**src/rtl/qrl_pkg.sv**
```systemverilog
package qrl_pkg;

  // Strobes from the sender control to the sender datapath
  typedef struct packed {
    logic load;    // take a new byte from the input port
    logic shift;   // advance to the next bit pair
    logic selCtl;  // switch to the boundary symbol
    logic drive;   // put the current symbol on the wires
  } txStrobe_t;

  typedef enum logic [1:0] {
    TX_IDLE = 2'd0,
    TX_SEND = 2'd1,
    TX_RTZ  = 2'd2
  } txState_t;

endpackage

```
**src/rtl/qrl_delay.sv**
```systemverilog
module qrl_delay #(
  parameter int WIDTH = 1,
  parameter int DEPTH = 1
) (
  input  logic             clk,
  input  logic             rstN,
  input  logic [WIDTH-1:0] dIn,
  output logic [WIDTH-1:0] dOut
);

  generate
    if (DEPTH == 0) begin : g_wire
      assign dOut = dIn;
    end else begin : g_pipe
      logic [WIDTH-1:0] stage [DEPTH];
      always_ff @(posedge clk) begin
        if (!rstN) begin
          for (int i = 0; i < DEPTH; i++) stage[i] <= '0;
        end else begin
          stage[0] <= dIn;
          for (int i = 1; i < DEPTH; i++) stage[i] <= stage[i-1];
        end
      end
      assign dOut = stage[DEPTH-1];
    end
  endgenerate

endmodule

```
**src/rtl/qrl_tx_path.sv**
```systemverilog
module qrl_tx_path
  import qrl_pkg::*;
#(
  parameter int DATA_W = 8
) (
  input  logic              clk,
  input  logic              rstN,
  input  txStrobe_t         strb,
  input  logic [DATA_W-1:0] inData,
  input  logic              inLast,
  output logic [3:0]        rails,
  output logic              ctl,
  output logic              lastSym,
  output logic              pktLast,
  output logic              ctlPhase
);

  localparam int SYMS  = DATA_W / 2;
  localparam int IDX_W = (SYMS > 1) ? $clog2(SYMS) : 1;

  logic [DATA_W-1:0] shiftReg;
  logic [IDX_W-1:0]  symIdx;
  logic              lastReg;
  logic              ctlReg;

  always_ff @(posedge clk) begin
    if (!rstN) begin
      shiftReg <= '0;
      symIdx   <= '0;
      lastReg  <= 1'b0;
      ctlReg   <= 1'b0;
    end else if (strb.load) begin
      shiftReg <= inData;
      symIdx   <= '0;
      lastReg  <= inLast;
      ctlReg   <= 1'b0;
    end else begin
      if (strb.shift) begin
        shiftReg <= shiftReg >> 2;
        symIdx   <= symIdx + 1'b1;
      end
      if (strb.selCtl) ctlReg <= 1'b1;
    end
  end

  assign lastSym  = (symIdx == IDX_W'(SYMS - 1));
  assign pktLast  = lastReg;
  assign ctlPhase = ctlReg;
  assign rails    = (strb.drive && !ctlReg) ? (4'b0001 << shiftReg[1:0]) : 4'b0000;
  assign ctl      = strb.drive && ctlReg;

  // never more than one forward wire high
  p_one_wire_r1: assert property (@(posedge clk) disable iff (!rstN)
    $countones({ctl, rails}) <= 1);

endmodule

```
**src/rtl/qrl_tx_ctrl.sv**
```systemverilog
module qrl_tx_ctrl
  import qrl_pkg::*;
(
  input  logic      clk,
  input  logic      rstN,
  input  logic      inValid,
  input  logic      ackIn,
  input  logic      lastSym,
  input  logic      pktLast,
  input  logic      ctlPhase,
  output logic      inReady,
  output txStrobe_t strb
);

  txState_t state, nextState;

  always_ff @(posedge clk) begin
    if (!rstN) state <= TX_IDLE;
    else       state <= nextState;
  end

  always_comb begin
    strb      = '0;
    nextState = state;
    inReady   = (state == TX_IDLE);
    unique case (state)
      TX_IDLE: if (inValid) begin
        strb.load = 1'b1;
        nextState = TX_SEND;
      end
      TX_SEND: begin
        strb.drive = 1'b1;
        if (ackIn) nextState = TX_RTZ;
      end
      TX_RTZ: if (!ackIn) begin
        if (ctlPhase) begin
          nextState = TX_IDLE;
        end else if (!lastSym) begin
          strb.shift = 1'b1;
          nextState  = TX_SEND;
        end else if (pktLast) begin
          strb.selCtl = 1'b1;
          nextState   = TX_SEND;
        end else begin
          nextState = TX_IDLE;
        end
      end
      default: nextState = TX_IDLE;
    endcase
  end

  // a symbol is never withdrawn before the acknowledge arrives
  p_wait_ack_r4: assert property (@(posedge clk) disable iff (!rstN)
    (strb.drive && !ackIn) |=> strb.drive);

endmodule

```
**src/rtl/qrl_rx.sv**
```systemverilog
module qrl_rx #(
  parameter int DATA_W = 8
) (
  input  logic              clk,
  input  logic              rstN,
  input  logic [3:0]        rails,
  input  logic              ctl,
  input  logic              outReady,
  output logic              ack,
  output logic [DATA_W-1:0] outData,
  output logic              outLast,
  output logic              outValid,
  output logic              protoErr
);

  localparam int SYMS  = DATA_W / 2;
  localparam int IDX_W = (SYMS > 1) ? $clog2(SYMS) : 1;

  logic [DATA_W-1:0] accum, pendData, nextByte;
  logic [IDX_W-1:0]  symIdx;
  logic              pendValid;
  logic [4:0]        hot;
  logic              anyHigh, single, multi, outFree, needOut, capture, push;
  logic [1:0]        symVal;

  assign hot     = {ctl, rails};
  assign anyHigh = |hot;
  assign multi   = (hot & (hot - 5'd1)) != 5'd0;
  assign single  = anyHigh && !multi;
  assign outFree = !outValid || outReady;
  assign needOut = ctl || (symIdx == '0 && pendValid);
  assign capture = !ack && single && (!needOut || outFree);
  assign push    = capture && needOut && pendValid;

  always_comb begin
    symVal = 2'd0;
    for (int i = 0; i < 4; i++) if (rails[i]) symVal = 2'(i);
  end

  assign nextByte = {symVal, accum[DATA_W-1:2]};

  always_ff @(posedge clk) begin
    if (!rstN) begin
      ack       <= 1'b0;
      accum     <= '0;
      symIdx    <= '0;
      pendValid <= 1'b0;
      pendData  <= '0;
      outValid  <= 1'b0;
      outData   <= '0;
      outLast   <= 1'b0;
      protoErr  <= 1'b0;
    end else begin
      if (multi) protoErr <= 1'b1;
      if (outValid && outReady) outValid <= 1'b0;
      if (push) begin
        outValid <= 1'b1;
        outData  <= pendData;
        outLast  <= ctl;
      end
      if (capture) begin
        ack <= 1'b1;
        if (ctl) begin
          pendValid <= 1'b0;
        end else begin
          accum <= nextByte;
          if (symIdx == '0) pendValid <= 1'b0;
          if (symIdx == IDX_W'(SYMS - 1)) begin
            pendData  <= nextByte;
            pendValid <= 1'b1;
            symIdx    <= '0;
          end else begin
            symIdx <= symIdx + 1'b1;
          end
        end
      end else if (ack && !anyHigh) begin
        ack <= 1'b0;
      end
    end
  end

  // acknowledge rises only after a symbol was present
  p_ack_cause_r5: assert property (@(posedge clk) disable iff (!rstN)
    $rose(ack) |-> $past(anyHigh));
  // acknowledge held while any forward wire is still high
  p_ack_hold_r5: assert property (@(posedge clk) disable iff (!rstN)
    (ack && anyHigh) |=> ack);
  // a stalled output keeps its contents
  p_out_stall_r7: assert property (@(posedge clk) disable iff (!rstN)
    (outValid && !outReady) |=> (outValid && $stable(outData) && $stable(outLast)));
  // error flag is sticky
  p_err_sticky_r8: assert property (@(posedge clk) disable iff (!rstN)
    protoErr |=> protoErr);

endmodule

```
**src/rtl/quad_rail_link.sv**
```systemverilog
module quad_rail_link
  import qrl_pkg::*;
#(
  parameter int DATA_W  = 8,
  parameter int FWD_LAT = 1,
  parameter int ACK_LAT = 1
) (
  input  logic              clk,
  input  logic              rstN,
  input  logic [DATA_W-1:0] inData,
  input  logic              inLast,
  input  logic              inValid,
  output logic              inReady,
  output logic [DATA_W-1:0] outData,
  output logic              outLast,
  output logic              outValid,
  input  logic              outReady,
  output logic [3:0]        linkRails,
  output logic              linkCtl,
  output logic              linkAck,
  output logic              protoErr
);

  txStrobe_t strb;
  logic       lastSym, pktLast, ctlPhase;
  logic [3:0] txRails;
  logic       txCtl, txAck, rxAck;
  logic [4:0] rxFwd;

  qrl_tx_ctrl u_txCtrl (
    .clk(clk), .rstN(rstN), .inValid(inValid), .ackIn(txAck),
    .lastSym(lastSym), .pktLast(pktLast), .ctlPhase(ctlPhase),
    .inReady(inReady), .strb(strb)
  );

  qrl_tx_path #(.DATA_W(DATA_W)) u_txPath (
    .clk(clk), .rstN(rstN), .strb(strb), .inData(inData), .inLast(inLast),
    .rails(txRails), .ctl(txCtl), .lastSym(lastSym), .pktLast(pktLast),
    .ctlPhase(ctlPhase)
  );

  qrl_delay #(.WIDTH(5), .DEPTH(FWD_LAT)) u_fwdDly (
    .clk(clk), .rstN(rstN), .dIn({txCtl, txRails}), .dOut(rxFwd)
  );

  qrl_delay #(.WIDTH(1), .DEPTH(ACK_LAT)) u_ackDly (
    .clk(clk), .rstN(rstN), .dIn(rxAck), .dOut(txAck)
  );

  qrl_rx #(.DATA_W(DATA_W)) u_rx (
    .clk(clk), .rstN(rstN), .rails(rxFwd[3:0]), .ctl(rxFwd[4]),
    .outReady(outReady), .ack(rxAck), .outData(outData), .outLast(outLast),
    .outValid(outValid), .protoErr(protoErr)
  );

  assign linkRails = txRails;
  assign linkCtl   = txCtl;
  assign linkAck   = rxAck;

  // a raised symbol does not change before the acknowledge is seen
  p_sym_stable_r4: assert property (@(posedge clk) disable iff (!rstN)
    ((|{txCtl, txRails}) && !txAck) |=> $stable({txCtl, txRails}));
  // once acknowledged, forward wires return to zero
  p_rtz_r4: assert property (@(posedge clk) disable iff (!rstN)
    ((|{txCtl, txRails}) && txAck) |=> ({txCtl, txRails} == 5'd0));

endmodule

```
**config.mk**
```make
export PLATFORM = sky130hd
export DESIGN_NAME = quad_rail_link
export DESIGN_NICKNAME = d
export VERILOG_FILES = /design/src/rtl/qrl_pkg.sv /design/src/rtl/qrl_delay.sv /design/src/rtl/qrl_tx_path.sv /design/src/rtl/qrl_tx_ctrl.sv /design/src/rtl/qrl_rx.sv /design/src/rtl/quad_rail_link.sv
export SDC_FILE = /design/constraint.sdc
export NUM_CORES = 1
export LEC_CHECK = 0
export ABC_CLOCK_PERIOD_IN_PS = 3100
export BUFFER_PORTS_ARGS = -buffer_cell sky130_fd_sc_hd__buf_2
export CORE_ASPECT_RATIO = 0.6
export CORE_UTILIZATION = 49
export CTS_BUF_LIST = sky130_fd_sc_hd__clkbuf_16
export DETAILED_ROUTE_END_ITERATION = 12
export GPL_TIMING_DRIVEN = 0
export PLACE_DENSITY = 0.7
export SKIP_CTS_REPAIR_TIMING = 1
export SYNTH_ARGS = -nofsm -noshare
export SYNTH_HDL_FRONTEND = slang
export SYNTH_SLANG_ARGS = --single-unit
export TNS_END_PERCENT = 50
```
**constraint.sdc**
```tcl
create_clock -name clk -period 3.1 [get_ports clk]
set_clock_uncertainty 0.2 [all_clocks]
set_input_delay 0.31 -clock clk [delete_from_list [all_inputs] [get_ports clk]]
set_output_delay 0.31 -clock clk [all_outputs]
set_load 0.03 [all_outputs]
```
# After elaboration in Yosys (flattened, before gate mapping)
# Memories as Yosys holds them, arrays and structs flattened.
# Cells that the tools add are included.
dict set report op_classes {
  addsub 3
  mul 0
  div_mod_pow 0
  order_cmp 0
  eq_ne 7
  shifts 1
  n_mux 36
  n_bitwise 3
  n_reduce_logical 34
}
# operator count
set op_table {}
lappend op_table {{$mux 2} 11}
lappend op_table {{$mux 1} 20}
lappend op_table {{$mux 8} 2}
lappend op_table {{$logic_and 1x1->1} 10}
lappend op_table {{$reduce_or 5->1} 2}
lappend op_table {{$eq 2x2->1 const B} 3}
lappend op_table {{$logic_not 1->1} 6}
lappend op_table {{$pmux 2 s3} 1}
lappend op_table {{$reduce_and 3->1} 2}
lappend op_table {{$reduce_bool 2->1} 3}
lappend op_table {{$and 5x5->5} 1}
lappend op_table {{$mux 5} 1}
lappend op_table {{$reduce_bool 5->1} 1}
lappend op_table {{$sub 5x1->5 const B} 1}
lappend op_table {{$add 2x1->2 const B} 2}
lappend op_table {{$logic_not 2->1} 2}
lappend op_table {{$mux 4} 1}
lappend op_table {{$ne 2x2->1 const B} 2}
lappend op_table {{$reduce_and 2->1} 2}
lappend op_table {{$shl 1x2->4 const A} 1}
lappend op_table {{$logic_or 1x1->1} 3}
lappend op_table {{$reduce_bool 3->1} 1}
lappend op_table {{$eq 2x1->1 const B} 1}
lappend op_table {{$ne 2x1->1 const B} 1}
lappend op_table {{3 further kinds} 4}
dict set report totals {
  regBits 45
  latch_bits 0
  mem_bits_rw 6
  rom_bits 0
  input_bits 13
  out_inout_bits 18
  elab_cells 100
  memories 2
}
# memory words width rd rd_ports_with_merged_regs write_ports line
set memory_table {}
lappend memory_table {u_fwdDly.g_pipe.stage 1 5 1 0 1 qrl_delay.sv:15} ;# logic [WIDTH-1:0] stage [DEPTH];
lappend memory_table {u_ackDly.g_pipe.stage 1 1 1 0 1 qrl_delay.sv:15}

# Longest topological paths before layout
# Gate-level depths: netlist of run 1.
# An unclocked memory read counts as a cell.
dict set report depth {
  word_depth 11
  depth_mapped 8
  depth_no_buf 6
}

# Modules after synthesis
# A second synthesis of run 1 with hierarchy kept.
dict set report unflattened {
  cells_unflattened 233
  area_unflattened_um2 2188.3
}
# module instances cells_per_inst area_per_inst_um2 seq_area_each_um2
set modules_own_cells {}
lappend modules_own_cells {qrl_rx 1 150 1301.2 580.6}
lappend modules_own_cells {qrl_tx_path 1 54 585.6 240.2}
lappend modules_own_cells {qrl_tx_ctrl 1 17 143.9 40.0}
lappend modules_own_cells {{qrl_delay (u_fwdDly)} 1 10 131.4 100.1}
lappend modules_own_cells {{qrl_delay (u_ackDly)} 1 2 26.3 20.0}

# Worst setup path after synthesis of run 1
# Ideal clock, no wire load.
dict set report synth_timing {
  path_type {register -> register}
  startpoint {memory u_fwdDly.g_pipe.stage[0][2]}
  endpoint {register u_rx.outData[0]}
  setup_ps 72
  arrival_time_ps 1773
  t_required_ps 2828
  slack_ps 1055
  stages_incl_launch_ff 8
  n_path_buf 3
  synth_period_minus_slack_ps 2045
  cell_sequence {dfxtp_1 -> buf_6 -> or4_4 -> buf_6 -> mux2i_4 -> nor4b_2 -> buf_6 -> mux2i_1}
}
dict set report synth_via {
  elab_chain_len 10
  word_cells_on_any_way 11
  cone_classes {1 x add/sub; 1 x bitwise; 8 x reduce/logical; 1 x memory}
}
# item line
set synth_rtl {}
lappend synth_rtl {{start: declaration} qrl_delay.sv:15}
lappend synth_rtl {{$mem_v2 1x5 (*)} -}
lappend synth_rtl {{$sub 5x1->5} qrl_rx.sv:28} ;# assign multi = (hot & (hot - 5'd1)) != 5'd0;
lappend synth_rtl {{$and 5x5->5} qrl_rx.sv:28}
lappend synth_rtl {{$reduce_bool 5->1} qrl_rx.sv:28}
lappend synth_rtl {{$logic_not 1->1} qrl_rx.sv:29} ;# assign single = anyHigh && !multi;
lappend synth_rtl {{$logic_and 1x1->1 (*)} qrl_rx.sv:29}
lappend synth_rtl {{$logic_and 1x1->1 (*) (2 in a row)} qrl_rx.sv:32} ;# assign capture = !ack && single && (!needOut || outFree);
lappend synth_rtl {{$logic_and 1x1->1 (*) (2 in a row)} qrl_rx.sv:33} ;# assign push = capture && needOut && pendValid;
lappend synth_rtl {{end signal: assignment} qrl_rx.sv:58} ;# outData <= pendData;
lappend synth_rtl {{end: declaration} qrl_rx.sv:10} ;# output logic [DATA_W-1:0] outData,
# Mark *: on every way between the ends. The rest lies on a longest branch, timed or not.
# A chain may end at the register's enable or synchronous reset.

# Final worst setup path of run 1
dict set report layout_timing {
  startpoint {register u_rx.symIdx[0]}
  endpoint {register u_rx.pendData[7]}
}
dict set report layout_via {
  elab_chain_len 7
  word_cells_on_any_way 8
  cone_classes {1 x eq/ne; 7 x reduce/logical}
}
# item line
set layout_rtl {}
lappend layout_rtl {{start: declaration} qrl_rx.sv:20} ;# logic [IDX_W-1:0] symIdx;
lappend layout_rtl {{start signal: assignment} qrl_rx.sv:73} ;# symIdx <= symIdx + 1'b1;
lappend layout_rtl {{$logic_not 2->1} qrl_rx.sv:31} ;# assign needOut = ctl || (symIdx == '0 && pendValid);
lappend layout_rtl {{$logic_and 1x1->1} qrl_rx.sv:31}
lappend layout_rtl {{$logic_or 1x1->1} qrl_rx.sv:31}
lappend layout_rtl {{$logic_not 1->1} qrl_rx.sv:32}
lappend layout_rtl {{$logic_or 1x1->1} qrl_rx.sv:32}
lappend layout_rtl {{$logic_and 1x1->1} qrl_rx.sv:32}
lappend layout_rtl {{$reduce_and 3->1 (no source line) (*)} -}
lappend layout_rtl {{end signal: assignment} qrl_rx.sv:69} ;# pendData <= nextByte;
lappend layout_rtl {{end: declaration} qrl_rx.sv:19} ;# logic [DATA_W-1:0] accum, pendData, nextByte;
# Marks and branches as above.

==> results of run 1 <==
power by group:
part	leakage (nW)	internal, mW	switching, mW
Clock	0.0826	0.375	0.228
Combinational	0.506	0.0456	0.0727
Sequential	0.397	0.645	0.0127
metrics by stage:
step	utilization, %	std cells	hold slack, ns	total power [mW]	worst slack, ns
after floorplan	-	238	0.2340	0.7559	1.055
after global placement	56.85	327	0.2389	0.7864	0.8333
after detailed placement	56.85	327	0.2430	0.7884	0.7993
after CTS	60.75	335	0.05542	1.388	0.7651
after global routing	60.75	335	0.05556	1.433	0.6144
final	60.75	335	0.06340	1.379	0.7251
sequential cells by signal (all words and copies together), names as in the netlist:
name / flops
u_rx.accum: 6
u_rx.outData: 8
u_txPath.pktLast: 1
u_ackDly.g_pipe.stage: 1
u_rx.protoErr: 1
u_rx.symIdx: 2
u_txPath.shiftReg: 8
u_rx.outLast: 1
u_txPath.ctlPhase: 1
u_rx.ack: 1
u_fwdDly.g_pipe.stage: 5
u_txPath.symIdx: 2
u_rx.pendData: 8
u_txCtrl.state: 2
u_rx.pendValid: 1
u_rx.outValid: 1
logic make-up (layout without fill, tap and decap cells):
family | Yosys count | in the layout
AOI/OAI and AO/OA | 50 | 50
and+or+nand+nor | 85 | 85
adders and majority gates | 3 | 3
xor gates and xnor gates | 1 | 1
muxes | 25 | 25
DFF | 49 | 49
buffers and inverters | 25 | 62
layout make-up:
type	count	area, sq um	share of cell area [%]
sequential	49	980.9	38.75
multi-input combinational	164	1046	41.32
tap	60	75.07	2.966
timing repair buffer	29	145.1	5.734
buffer	15	83.83	3.312
clock inverter	3	37.54	1.483
inverter	10	37.54	1.483
clock buffer	5	125.1	4.943
metal layers:
layer / part of all wire (%) / routed length (microns) / global-route usage [%] / vias up
met1: 55 / 2600 / 34.72 / 824
met5: 0 / 0 / 0 / -
li1: - / - / - / 904
met4: 1.5 / 72 / 7.104 / 0
met2: 38 / 1780 / 30.34 / 42
met3: 5.7 / 271 / 5.616 / 9
cells in the final DEF, fill, tap and decap left out, types with 3 or more instances in the layout:
cell and count:
nor4_1 3, nor2_1 18, inv_1 11, buf_2 32
buf_6 3, clkbuf_16 5, and2_1 4, nand2_1 34
or3_1 3, nand4_1 6, nor3_1 4, a21o_1 3
clkbuf_1 8, ha_1 3, o31ai_1 7, nor2b_1 3
mux2i_1 24, dfxtp_1 49, o21ai_0 5, o21ai_1 4
a21oi_1 19
final timing paths:
path	to	slack, ns	cells past startpoint
setup reg to reg	u_rx.pendData[7]	0.73	6
setup / recovery	u_rx.pendData[7]	0.73	6
hold / removal	u_txPath.pktLast	0.06	3
hold reg to reg	u_rx.outData[1]	0.25	2
worst max-delay path, cell delays in order (launching register included):
cell and delay (ns):
dfxtp_1 0.37, inv_1 0.06, ha_1 0.24, a21o_1 0.22, a21oi_1 0.59, nand3_1 0.24, o311a_1 0.34
==> flow_summary.json, run 1 <==
{
  "status": "completed",
  "synth_nets": 254,
  "synth-edff-count": 0,
  "fillerInstances": 351,
  "ios": 31,
  "layout-drive-gt1-share_pct": 17.09,
  "synth_compound_area_share_pct": 14.33,
  "fin_nets": 290,
  "ys_warn_count": 0,
  "holdCritPathClass": "in -> reg",
  "wl_per_cell_microns": 14.10,
  "worst_ep_required_time_ns": 3.07,
  "vdd_drop_max_mv": 0.2405,
  "place.detailed.hpwl_microns": 3335,
  "clock_sinks": 49,
  "synthMuxAreaShare_pct": 12.23,
  "synth.avg_cell_area_sq_um": 9.027,
  "tightest_slew_ns": 0.7216,
  "endpoint_kind": "flop",
  "worstHoldStart": "inLast",
  "synth_xor_area_share_pct": 0.4077,
  "final_cell_area_sq_um": 2531,
  "coreArea_sq_um": 4167,
  "grt_max_degree": 15,
  "yosys.area.top_type": "dfxtp_1",
  "via_per_inst": 5.310,
  "rsz0062_at_grt": "no",
  "ys_types": 40,
  "dieArea_sq_um": 4662,
  "vias": 1779,
  "worstPathMaxFanout": 10,
  "synth_top_family_by_area": "simple AND/OR/NAND/NOR gates",
  "r2r-start": "u_rx.symIdx[0]",
  "cts_buffers": 5,
  "totalWireLength_microns": 4724,
  "report.final.slew_viol_count": 0,
  "slew_headroom_pct": 51.89,
  "synthAdderAreaFrac_pct": 1.747,
  "antenna_found_initial": 0,
  "min_period_over_period_pct": 76.61,
  "area_growth_pct": 17.82,
  "synth.top_cell.area_share_pct": 45.66,
  "clk_latency_ns": 0.29,
  "p_per_area_nw_per_um2": 544.9,
  "initialDrtViolationCount": 110,
  "max_freq_ghz": 0.4211,
  "cp-startpoint": "u_rx.symIdx[0]",
  "grt_use_total_pct": 22.75,
  "netlist_instances": 238,
  "ys_ff_latch": 49,
  "htreeDepth": 2,
  "synthArstFlopShare_pct": 0,
  "gp_congestion": 0.8810,
  "placed_cell_area_sq_um": 2369,
  "leakagePower_nw": 0.9856,
  "arrival_ns": 2.34,
  "hold_violations": 0,
  "final-setup-viol-count": 0,
  "rows": 18,
  "start_kind": "flop",
  "synthTopCellsByArea": "dfxtp_1, mux2i_1, nand2_1",
  "fin_crit_ns": 2.375,
  "synth-simple-area-share_pct": 19.98,
  "grt_pass1_vias": 1553,
  "cts_tree": "built",
  "dominantRegCellSynth": "dfxtp_1",
  "die_y_microns": 53.29,
  "numPortBuffers": 29,
  "critical_path_class": "reg -> reg",
  "dr.pass1.iters": 4,
  "syn_area_sq_um": 2148,
  "synth-seq-area-share_pct": 45.66,
  "cts.path.max_buffers": 2,
  "final_antenna_net_count": 0,
  "cap_violations": 0,
  "fp.dieW_microns": 87.48,
  "start_util_pct": 51.56,
  "grt.overflow.total": 0,
  "grt_pass1_wl_microns": 7714,
  "cts-root-buf": "clkbuf_16",
  "n_antenna_cell": 0,
  "drcViolationCount": 0,
  "yosysMostFrequentCell": "dfxtp_1",
  "synth.top_cells.by_count": "dfxtp_1, nand2_1, mux2i_1",
  "setup_tns_ns": 0,
  "clk_pin_slew_ns": 0.06
}
Note: power is estimated with default switching activity, not from simulation.
==> inputs of run 2 (changes only) <==
- ABC_CLOCK_PERIOD_IN_PS: 3100 -> 2050
- PLACE_DENSITY: 0.7 -> 0.73
- clock period: 3.1 -> 2.05 ns (I/O delays scaled with it)
==> run 2 against run 1 <==
The run now ends with hold timing, setup timing left. Count of clock-buffer cells in the layout stayed put. Maximum frequency is 12% higher. Non-clock buffer count is 1 lower. Sequential cell count stayed put. Highest routed layer unchanged. Worst hold slack worse by 0.10 ns. Final cell count is 0.60% lower. Via count stayed put. Setup slack worse by 0.79 ns.
==> flow_summary.json, run 2 (same netlist as run 1, synthesis figures left out) <==
{
  "ios": 31,
  "coreArea_sq_um": 4167,
  "layout_commonest_cell": "dfxtp_1",
  "clk_pin_slew_ns": 0.06,
  "wl_per_cell_microns": 14.09,
  "via_per_inst": 5.342,
  "worst_ep_required_time_ns": 2.07,
  "grt_pass1_vias": 1588,
  "cpPeakStageDelay_ns": 0.57,
  "critical_path_class": "reg -> reg",
  "tightest_slew_ns": 0.5465,
  "rows": 18,
  "whs_endpoint": "u_txPath.pktLast",
  "top_usage_layer": "met2",
  "area_growth_pct": 17.41,
  "r2r-start": "u_fwdDly.g_pipe.stage[0][2]",
  "totalWireLength_microns": 4692,
  "cts_buffers": 5,
  "leakagePower_nw": 0.9666,
  "grt_max_degree": 14,
  "layout-drive-gt1-share_pct": 18.68,
  "n_antenna_cell": 0,
  "worstHoldStart": "inLast",
  "hold_violations": 3,
  "min_period_over_period_pct": 103.2,
  "status": "finished with violations",
  "start_kind": "flop",
  "crit_path_top_delay_cell": "or4_4",
  "cts.path.max_buffers": 2,
  "final-setup-viol-count": 9,
  "fp.dieW_microns": 87.48,
  "die_y_microns": 53.29,
  "hold_slack_ns": -0.03712,
  "vdd_drop_max_mv": 0.3326,
  "r2r-end": "u_rx.outData[4]",
  "finalWorstSetupSlack_ns": -0.06579,
  "fin_crit_ns": 2.116,
  "grt.overflow.total": 0,
  "cts-root-buf": "clkbuf_16",
  "rrSetupSlack_ns": -0.07,
  "crit_family": "simple AND/OR/NAND/NOR gates",
  "met3_usage_pct": 5.148,
  "worstPathMaxFanout": 7,
  "violations": "hold timing, setup timing",
  "report.final.slew_viol_count": 0,
  "clock_sinks": 49,
  "dr.pass1.iters": 4,
  "final_antenna_net_count": 0,
  "holdCritPathClass": "in -> reg",
  "vias": 1779,
  "start_util_pct": 51.56,
  "numPortBuffers": 29,
  "cap_violations": 0,
  "setup_tns_ns": -0.3796,
  "p_per_area_nw_per_um2": 768.4,
  "slew_headroom_pct": 63.23,
  "max_freq_ghz": 0.4726,
  "mostFrequentLayoutCells": "dfxtp_1, nand2_1, buf_2",
  "met1_usage_pct": 30.52,
  "reg_top3": "u_rx.outData x8, u_rx.pendData x8, u_txPath.shiftReg x8",
  "fin_nets": 289,
  "arrival_ns": 2.14,
  "drcViolationCount": 0,
  "grt_use_met2_pct": 34.51,
  "hold_path_depth": 3,
  "clk_latency_ns": 0.29,
  "endpoint_kind": "flop",
  "dp_slack_ns": -0.1916,
  "place.detailed.hpwl_microns": 3421,
  "placed_cell_area_sq_um": 2369,
  "grt_use_total_pct": 22.26,
  "reg2reg_depth": 5,
  "htreeDepth": 2,
  "initialDrtViolationCount": 78,
  "gp_congestion": 0.8938,
  "grt_pass1_wl_microns": 7514,
  "worstPathBufferInverterCount": 1,
  "rsz0062_at_grt": "yes",
  "cts_tree": "built",
  "worst-path-stages": 5,
  "path_cells": "or4_4, mux2i_4, nor4b_4, buf_4, mux2i_1",
  "antenna_found_initial": 0,
  "final_cell_area_sq_um": 2522,
  "dieArea_sq_um": 4662
}
==> run 2: worst max path at each step <==
stage / start / to / slack, ns
detailed placement: u_rx.symIdx[0] / u_rx.pendData[7] / -0.19
global placement: u_rx.symIdx[0] / u_rx.pendData[7] / -0.19
floorplan: u_fwdDly.g_pipe.stage[0][2] / u_rx.outData[0] / 0.005
global route: u_fwdDly.g_pipe.stage[0][2] / u_rx.outData[3] / -0.16
CTS: u_rx.symIdx[0] / u_rx.accum[7] / -0.22
finish: u_fwdDly.g_pipe.stage[0][2] / u_rx.outData[4] / -0.07
==> run 2: cell type report <==
cell class | instances | area, sq um
Tap cell | 60 | 75.07
Clock buffer | 5 | 125.1
Multi-Input combinational cell | 164 | 1071
Clock inverter | 2 | 7.507
Inverter | 10 | 37.54
Sequential cell | 49 | 987.2
Timing Repair Buffer | 31 | 160.2
Buffer | 12 | 58.81
Fill cell | 382 | 1644
==> run 2: stage by stage <==
step / total power, mW / utilization [%] / cells
5_1_grt: 2.018 / 60.54 / 333
4_1_cts: 1.946 / 60.03 / 334
2_1_floorplan: 1.143 / - / 238
3_3_place_gp: 1.188 / 56.85 / 327
3_5_place_dp: 1.194 / 56.85 / 327
6_report: 1.938 / 60.54 / 333
==> run 2: where the power goes <==
group	total, mW	switching (mW)	internal, mW
combinational	0.179	0.110	0.0685
sequential	0.996	0.0205	0.975
clock	0.764	0.328	0.437
total	1.94	0.458	1.48
==> run 2: metal layers <==
| metal | vias up | wire length, microns |
|---|---|---|
| li1 | 901 | - |
| met1 | 824 | 2491 |
| met2 | 49 | 1884 |
| met3 | 5 | 275 |
| met4 | 0 | 40 |
| met5 | - | 0 |
==> run 2: worst min-delay path: stages <==
cell     delay (ns)
buf_2          0.07
mux2i_1        0.06
nor2_1         0.08
==> inputs of run 3 (changes only) <==
--- a/config.mk
+++ b/config.mk
@@ -18,2 +18,3 @@
 export SYNTH_HDL_FRONTEND = slang
+export SYNTH_HIERARCHICAL = 1
 export SYNTH_SLANG_ARGS = --single-unit
==> constraint.sdc (replaced) <==
create_clock -name clk -period 2.05 [get_ports clk]
set_clock_uncertainty 0.2 [all_clocks]
set_input_delay 0.1025 -clock clk [delete_from_list [all_inputs] [get_ports clk]]
set_output_delay 0.1025 -clock clk [all_outputs]
set_load 0.03 [all_outputs]
==> run 3 against run 2 <==
Core utilization grew 6.8 points. Sequential cell count unchanged. The flow finishes with violations (setup timing). Routed wire length up 7.8%. Area after synthesis rose by 1.9%. Design area rose by 12%. Maximum frequency grew 2.6%. Register-to-register slack improved by 0.05 ns. Critical endpoint is now u_rx/outValid. Non-clock buffer count up 16. Global-route usage shrank 2.0 points. Setup slack better by 0.054 ns.
==> flow_summary.json, run 3 <==
{
  "r2r-start": "u_fwdDly/g_pipe.stage[0][1]",
  "crit_path_top_delay_cell": "or4_4",
  "critical_path_class": "reg -> reg",
  "start_kind": "flop",
  "area_growth_pct": 28.87,
  "finalWorstSetupSlack_ns": -0.01144,
  "synth-edff-count": 0,
  "worstPathMaxFanout": 5,
  "endpoint_kind": "flop",
  "cp-startpoint": "u_fwdDly/g_pipe.stage[0][1]",
  "dp_cells": 323,
  "fin_crit_ns": 2.061,
  "synth_nets": 249,
  "cap_violations": 0,
  "start_util_pct": 52.24,
  "drcViolationCount": 0,
  "fp.dieW_microns": 88.28,
  "dieArea_sq_um": 4746,
  "placed_cell_area_sq_um": 2420,
  "cts_tree": "built",
  "status": "finished with violations",
  "synth.avg_cell_area_sq_um": 9.392,
  "rows": 18,
  "yosysMostFrequentCell": "dfxtp_1",
  "ios": 31,
  "dr.pass1.iters": 4,
  "finalPower_mw": 2.119,
  "cts-root-buf": "clkbuf_16",
  "numPortBuffers": 30,
  "p_per_area_nw_per_um2": 751.2,
  "fin_util_pct": 67.32,
  "die_y_microns": 53.77,
  "path_cells": "or4_4, buf_6, mux2_4, and3_4, o21a_1",
  "totalWireLength_microns": 5056,
  "ys_ff_latch": 49,
  "reg_top3": "u_rx/outData x8, u_rx/pendData x8, u_txPath/shiftReg x8",
  "synthTopCellsByArea": "dfxtp_1, mux2i_1, nand2_1",
  "syn_area_sq_um": 2188,
  "yosys.area.top_type": "dfxtp_1",
  "hold_violations": 0,
  "min_period_over_period_pct": 100.6,
  "final-setup-viol-count": 1,
  "mostFrequentLayoutCells": "dfxtp_1, nand2_1, buf_2",
  "setup_tns_ns": -0.01144,
  "ys_warn_count": 6,
  "violations": "setup timing",
  "ys_types": 45,
  "synth-seq-area-share_pct": 44.83,
  "clock_sinks": 49,
  "fin_nets": 301,
  "place.detailed.hpwl_microns": 3148,
  "grt_pass1_vias": 1511,
  "cts_buffers": 5,
  "via_per_inst": 5.251,
  "arrival_ns": 2.03,
  "antenna_found_initial": 0,
  "vdd_drop_max_mv": 0.4649,
  "n_antenna_cell": 0,
  "vias": 1817,
  "synth.top_cells.by_count": "dfxtp_1, nand2_1, mux2i_1",
  "max_freq_ghz": 0.4851,
  "report.final.slew_viol_count": 0,
  "coreArea_sq_um": 4189,
  "initialDrtViolationCount": 95,
  "clk_latency_ns": 0.28,
  "dominantRegCellSynth": "dfxtp_1",
  "grt.overflow.total": 0,
  "slew_headroom_pct": 64.32,
  "leakagePower_nw": 1.206,
  "layout_commonest_cell": "dfxtp_1",
  "cts.path.max_buffers": 2,
  "grt_use_total_pct": 20.23,
  "worst_ep_required_time_ns": 2.02,
  "wl_per_cell_microns": 14.61,
  "layout-drive-gt1-share_pct": 24.83,
  "fin_cells": 346,
  "synthArstFlopShare_pct": 0,
  "worstHoldStart": "u_rx/outData[3]",
  "final_cell_area_sq_um": 2820,
  "cpPeakStageDelay_ns": 0.52,
  "rsz0062_at_grt": "yes",
  "grt_pass1_wl_microns": 7231,
  "final_antenna_net_count": 0,
  "clk_pin_slew_ns": 0.06,
  "tightest_slew_ns": 0.5304,
  "holdCritPathClass": "reg -> reg",
  "netlist_instances": 233,
  "synth.top_cell.area_share_pct": 44.83,
  "htreeDepth": 2,
  "grt_max_degree": 15,
  "gp_congestion": 0.7624
}
==> run 3: layer usage <==
layer  share of wire, %  GRT usage (%)  routed length, microns  vias to the layer above
li1                   -              -                       -                      912
met1                 53          29.98                    2676                      868
met2                 44          29.23                    2200                       35
met3                3.3          5.521                     166                        2
met4               0.24          4.032                      12                        0
met5                  0              0                       0                        -
==> run 3: worst paths after layout <==
| check | endpoint | slack (ns) | cells after the start |
|---|---|---|---|
| min | u_rx/outData[3] | 0.25 | 2 |
| min reg2reg | u_rx/outData[3] | 0.25 | 2 |
| max | u_rx/outValid | -0.01 | 5 |
| max reg2reg | u_rx/outValid | -0.01 | 5 |
==> run 3: final cells by class <==
type | instances | area (sq um)
Inverter | 6 | 22.52
Buffer | 12 | 76.32
Sequential cell | 49 | 992.2
Clock buffer | 5 | 125.1
Timing Repair Buffer | 47 | 320.3
Multi-Input combinational cell | 164 | 1171
Tap cell | 60 | 75.07
Clock inverter | 3 | 37.54
Fill cell | 356 | 1369
==> run 3: power by group <==
group | internal [mW] | switching, mW
clock | 0.567 | 0.327
sequential | 0.974 | 0.0223
combinational | 0.115 | 0.114
total | 1.66 | 0.463
==> run 3: logic make-up (layout without fill, tap and decap cells) <==
kind of cell / count (synthesis) / in the layout / share of synthesized area (%)
XOR/XNOR: 3 / 3 / 1.201
AND/OR/NAND/NOR: 91 / 92 / 22.58
AO/OA/AOI/OAI: 40 / 40 / 12.41
adder cells (fa/ha/maj): 3 / 3 / 1.715
multiplexers: 26 / 26 / 12.46
flip-flops: 49 / 49 / 44.83
buffers and inverters: 21 / 73 / 4.802
==> run 3: through the flow <==
stage / hold slack, ns / setup WS (ns)
floorplan: 0.02421 / -0.1345
global placement: 0.1615 / -0.05017
detailed placement: 0.1752 / -0.09823
CTS: -0.1257 / -0.1199
global route: 0.2688 / -0.06452
finish: 0.2532 / -0.01144
==> run 3: critical path, delay by kind of cell (launching register included) <==
kind | cells | cell delay, ns
buffers and inverters | 1 | 0.15
and+or+nand+nor | 2 | 0.75
AOI/OAI and AO/OA | 1 | 0.17
DFF | 1 | 0.38
muxes | 1 | 0.31
